===== config.mk =====
export PLATFORM = sky130hd
export DESIGN_NAME = ident_compare
export DESIGN_NICKNAME = d
export VERILOG_FILES = /design/src/rtl/idcmp_pkg.sv /design/src/rtl/idcmp_lut.sv /design/src/rtl/idcmp_cymux.sv /design/src/rtl/ident_compare.sv
export SDC_FILE = /design/constraint.sdc
export NUM_CORES = 1
export LEC_CHECK = 0
export CAP_MARGIN = 15
export CORE_AREA = 2 2 39 41
export DETAILED_ROUTE_END_ITERATION = 10
export DIE_AREA = 0 0 41 43
export DONT_BUFFER_PORTS = 1
export GPL_ROUTABILITY_DRIVEN = 0
export PLACE_DENSITY = 0.3
export REMOVE_ABC_BUFFERS = 1
export SYNTH_ARGS = -nofsm -noshare
export SYNTH_HDL_FRONTEND = slang
export SYNTH_SLANG_ARGS = --single-unit

===== constraint.sdc =====
create_clock -name vclk -period 0.8
set_clock_uncertainty 0.05 [all_clocks]
set_input_delay 0.16 -clock vclk [all_inputs]
set_output_delay 0.16 -clock vclk [all_outputs]
set_load 0.01 [all_outputs]

===== src/rtl/idcmp_pkg.sv =====
package idcmp_pkg;

   typedef enum logic {
      CMP_EQ = 1'b0,
      CMP_NE = 1'b1
   } cmp_mode_e;

   // Truth tables, index = {I3,I2,I1,I0} or {I1,I0}
   localparam logic [3:0]  TT2_SAME = 4'h9;
   localparam logic [3:0]  TT2_DIFF = 4'h6;
   localparam logic [15:0] TT4_SAME = 16'h9009;
   localparam logic [15:0] TT4_DIFF = 16'h6FF6;

endpackage


===== src/rtl/idcmp_lut.sv =====
module idcmp_lut #(
   parameter int unsigned N_IN = 2,
   parameter logic [(1 << N_IN) - 1:0] INIT = '0
) (
   input  logic [N_IN-1:0] sel_in,
   output logic            lut_o
);

   if (N_IN < 1 || N_IN > 6) begin : g_bad_nin
      $error("idcmp_lut: N_IN must be within 1..6");
   end

   assign lut_o = INIT[sel_in];

endmodule


===== src/rtl/idcmp_cymux.sv =====
module idcmp_cymux (
   input  logic sel,
   input  logic ci,
   input  logic di,
   output logic co
);

   // select high: stage bits matched, pass lower carry upward
   assign co = sel ? ci : di;

endmodule


===== src/rtl/ident_compare.sv =====
module ident_compare
   import idcmp_pkg::*;
#(
   parameter int unsigned WIDTH = 8,
   parameter cmp_mode_e   MODE  = CMP_EQ
) (
   input  logic [WIDTH-1:0] op_a,
   input  logic [WIDTH-1:0] op_b,
   output logic             result
);

   localparam int unsigned NSTG      = (WIDTH + 1) / 2;
   localparam bit          IS_EQ     = (MODE == CMP_EQ);
   localparam logic        CHAIN_DI  = IS_EQ ? 1'b0 : 1'b1;
   localparam logic        CHAIN_CI0 = IS_EQ ? 1'b1 : 1'b0;

   if (WIDTH < 1) begin : g_bad_width
      $error("ident_compare: WIDTH must be at least 1");
   end

   // chain_c[0] is the chain base, chain_c[k+1] the carry above stage k
   logic [NSTG:0] chain_c;

   if (WIDTH == 1) begin : g_single1
      logic lut_o;
      idcmp_lut #(
         .N_IN (2),
         .INIT (IS_EQ ? TT2_SAME : TT2_DIFF)
      ) u_lut (
         .sel_in ({op_b[0], op_a[0]}),
         .lut_o  (lut_o)
      );
      assign chain_c = {lut_o, CHAIN_CI0};
   end else if (WIDTH == 2) begin : g_single2
      logic lut_o;
      idcmp_lut #(
         .N_IN (4),
         .INIT (IS_EQ ? TT4_SAME : TT4_DIFF)
      ) u_lut (
         .sel_in ({op_b[1], op_a[1], op_b[0], op_a[0]}),
         .lut_o  (lut_o)
      );
      assign chain_c = {lut_o, CHAIN_CI0};
   end else begin : g_chain
      logic [NSTG-1:0] stg_match;
      assign chain_c[0] = CHAIN_CI0;
      for (genvar k = 0; k < NSTG; k++) begin : g_stg
         if (2 * k + 1 < WIDTH) begin : g_pair
            idcmp_lut #(
               .N_IN (4),
               .INIT (TT4_SAME)
            ) u_lut (
               .sel_in ({op_b[2*k+1], op_a[2*k+1], op_b[2*k], op_a[2*k]}),
               .lut_o  (stg_match[k])
            );
         end else begin : g_tail1
            idcmp_lut #(
               .N_IN (2),
               .INIT (TT2_SAME)
            ) u_lut (
               .sel_in ({op_b[2*k], op_a[2*k]}),
               .lut_o  (stg_match[k])
            );
         end
         idcmp_cymux u_mux (
            .sel (stg_match[k]),
            .ci  (chain_c[k]),
            .di  (CHAIN_DI),
            .co  (chain_c[k+1])
         );
      end
   end

   assign result = chain_c[NSTG];

endmodule


Word level (Yosys, flattened, before mapping)

Memory sizes are Yosys's and may differ from the RTL's.
Cells that the tools add are included.

Muxes and demuxes: 8
$lt $le $gt $ge: 4

Operators with widths:

| operator                                                             | count |
|---|---|
| 4-bit by 5-bit < comparator with 1-bit output, second input constant | 4 |
| 1-bit 2-to-1 mux                                                     | 8 |

Logic and storage cells: 16
Output and inout bits: 1
Bits in registers: 0
Bits of input ports: 16
Memories kept: 4
Bits in read-only memories: 64

Memory list:

| memory           | words | width | read ports | clocked after Yosys merged registers in | wr ports | RTL line        | RTL |
|---|---|---|---|---|---|---|---|
| (name not given) | 16    | 1     | 1          | 0                                       | 0        | idcmp_lut.sv:13 | `assign lut_o = INIT[sel_in];` |
| (name not given) | 16    | 1     | 1          | 0                                       | 0        | idcmp_lut.sv:13 |  |
| (name not given) | 16    | 1     | 1          | 0                                       | 0        | idcmp_lut.sv:13 |  |
| (name not given) | 16    | 1     | 1          | 0                                       | 0        | idcmp_lut.sv:13 |  |

Depth between registers and ports, before layout

Depth in word-level cells: 6
Gate-level depth with buffers: 3
Mapped depth without buffers: 3

Hierarchy

From an unflattened synthesis, not the netlist that was laid out.

Cells, all modules: 18
Area total of the unflattened synthesis: 152.6 µm²

Modules (own cells, without submodules):

| module        | cells each | instances | area each (µm²) | seq. area each (µm²) |
|---|---|---|---|---|
| idcmp_lut     | 3          | 4         | 21.3            | 0.0 |
| idcmp_cymux   | 1          | 4         | 15.0            | 0.0 |
| ident_compare | 2          | 1         | 7.5             | 0.0 |

Worst setup path before layout

No wires, ideal clock.

Kind: input port to output port
Start point: input op_b[4]
End point: output result
Arrival time: 0.571 ns
Setup slack: 0.019 ns
Stages: 3
Cell sequence: xnor2_1 > nand4_1 > nor2_1

Word-level cells in the longest chain between the ends: 4

Ends and longest elaborated chain:

| element                                | RTL line           | RTL |
|---|---|---|
| from (decl)                            | ident_compare.sv:8 | `input logic [WIDTH-1:0] op_b,` |
| memory 16 x 1 bit                      | --                 |  |
| 1-bit 2-to-1 mux (implied by the code) | idcmp_lut.sv:13    |  |
| 1-bit 2-to-1 mux (2 in series)         | idcmp_cymux.sv:9   | `assign co = sel ? ci : di;` |
| to (decl)                              | ident_compare.sv:9 | `output logic result` |

Every way passes these cells. The select of a mux whose other input is x is not followed.

Final worst setup path

Start point: input op_b[2]
End point: output result

Word-level cells in the longest chain between the ends: 5

Ends and longest elaborated chain:

| element                                | RTL line |
|---|---|
| memory 16 x 1 bit                      | -- |
| 1-bit 2-to-1 mux (implied by the code) | idcmp_lut.sv:13 |
| 1-bit 2-to-1 mux (3 in series)         | idcmp_cymux.sv:9 |

Every way passes these cells. The select of a mux whose other input is x is not followed.

==> results.json <==
{
  "grtUsageTotal_pct": 3.21,
  "first_iter_violations": 0,
  "core_sq_mm": 0.00138,
  "io_buffers": 0,
  "ant_nets": 0,
  "cp-startpoint": "op_b[2]",
  "num_rows": 14,
  "yosysWarnings": 0,
  "syn_avg_cell_area_sq_um": 7.85,
  "synthTopCellsByArea": "xnor2_1 81%, nand4_1 14%, nor2_1 4.3%",
  "power_density_mw_per_mm2": 423,
  "slew_headroom_pct": 89.9,
  "cp.buffers_inverters": 0,
  "clockPowerShare_pct": 0,
  "seq_power_share_pct": 0,
  "grt_max_degree": 2,
  "antennaDiodeCount": 0,
  "outcome": "finished clean",
  "final_layout_size_suffix_gt1_share_pct": 81.8,
  "crit_type": "in -> out",
  "yosysTopAreaCell": "xnor2_1",
  "cellLeakagePower_nw": 0.0647,
  "path_max_fanout": 1,
  "period_share_pct": 99.0,
  "vias": 89,
  "power_switching_share_pct": 19.3,
  "crit_path_cell_trace": "xnor2_2, nand4_1, nor2_2",
  "drt_first_pass_iters": 1,
  "hold_start": "op_b[7]",
  "period_minus_slack_ns": 0.792,
  "drt-total-wl_um": 295,
  "route.detailed.drc": 0,
  "hold_violations": 0,
  "rsz0062_at_grt": "yes",
  "grt_first_pass_wirelength_um": 420,
  "synth.distinct_cells": 3,
  "antenna_found_initial": 0,
  "power.switching_w": 0.0000147,
  "fin_nets": 29,
  "tightest_slew_ns": 0.151,
  "tns_ns": 0,
  "setup_slack_ns": 0.00792,
  "min_path_type": "in -> out",
  "regArea_sq_um": 0,
  "post_cts_buffers": 0,
  "clock_buffers": 0,
  "die-area_sq_mm": 0.00176,
  "p_int_w": 0.0000615,
  "crit_arrival_ns": 0.58,
  "crit_family": "simple AND/OR/NAND/NOR gates",
  "start_util_pct": 6.24,
  "cp.depth": 3,
  "peakVddDrop_uv": 78.6,
  "holdPathStages": 3,
  "drv_cap": 0,
  "ys_seq_area_share_pct": 0,
  "power_frac_comb_pct": 100.0,
  "synth.cell_area_sq_um": 86.3,
  "ios": 17,
  "worstSetupEndpointType": "output port",
  "area_delta_synth_final_pct": 109,
  "via_per_inst": 3.30,
  "syn_inst": 11,
  "fillers": 158,
  "grt_pass1_vias": 112,
  "dp.cells": 27,
  "final_cell_mix": "7 x xnor2_2, 2 x nand4_1, 1 x xnor2_4, 1 x nor2_2",
  "slowest_delay_ns": 0.18,
  "placed_area_sq_um": 106,
  "fin_util_pct": 13.0,
  "final_common_cell": "xnor2_2",
  "post_drt_wl_per_cell_um": 10.9,
  "synth_top_area_share_pct": 81.2,
  "cpMaxStageDelayCell": "nor2_2",
  "required_ns": 0.59,
  "die_x_um": 41,
  "finalSetupViolations": 0,
  "worstSetupStartpointType": "input port",
  "die_h_um": 43,
  "report.final.slew_viol_count": 0,
  "nFlopsAndLatches": 0,
  "overflow": 0,
  "instances_no_fill": 27,
  "design_area_sq_um": 180,
  "max_freq_mhz": 1260,
  "dp_slack_ns": -0.0355
}
## power groups by stage
stage               clock network (W)  registers (W)   logic, W
finish                              0              0  0.0000762
global route                        0              0  0.0000817
CTS                                 0              0  0.0000574
detailed placement                  0              0  0.0000427
global placement                    0              0  0.0000404
floorplan                           0              0  0.0000386
## metal layers
| layer | wire [um] | share of wire, % | vias up | GRT usage [%] |
|---|---|---|---|---|
| met3 | 72 | 24 | 0 | 1.57 |
| met1 | 35 | 12 | 35 | 2.24 |
| met2 | 187 | 63 | 17 | 6.88 |
| met5 | 0 | 0 | - | 0 |
| met4 | 0 | 0 | 0 | 0 |
| li1 | - | - | 37 | - |
## worst paths after layout
kind     end  slack (ns)
max   result       0.008
min   result        0.44
## metrics by stage
step                      hold slack, ns  power [W]
after global routing               0.454  0.0000817
after CTS                          0.440  0.0000574
after floorplan                    0.422  0.0000386
after detailed placement           0.439  0.0000427
final                              0.438  0.0000762
after global placement             0.435  0.0000404
## synthesized netlist by cell type
cell type and n:
nor2_1 1, xnor2_1 8, nand4_1 2
## timing repair
item / in CTS / in global routing
setup endpoints to repair: 1 / 1
pin swaps: 2 / 3
gates resized for setup: 5 / 5
hold buffers: 0 / 0
## final cells by class
cell class	count	area (sq um)	share of cell area [%]
well taps	16	20.0	11.1
multi-input cells	11	160	88.9
## cells by family (layout without fill, tap and decap cells)
kind of cell | count (synthesis) | after routing | share of synthesized area [%]
xor+xnor | 8 | 8 | 81.2
simple gates | 3 | 3 | 18.8
Power figures use the tool's default switching activity.
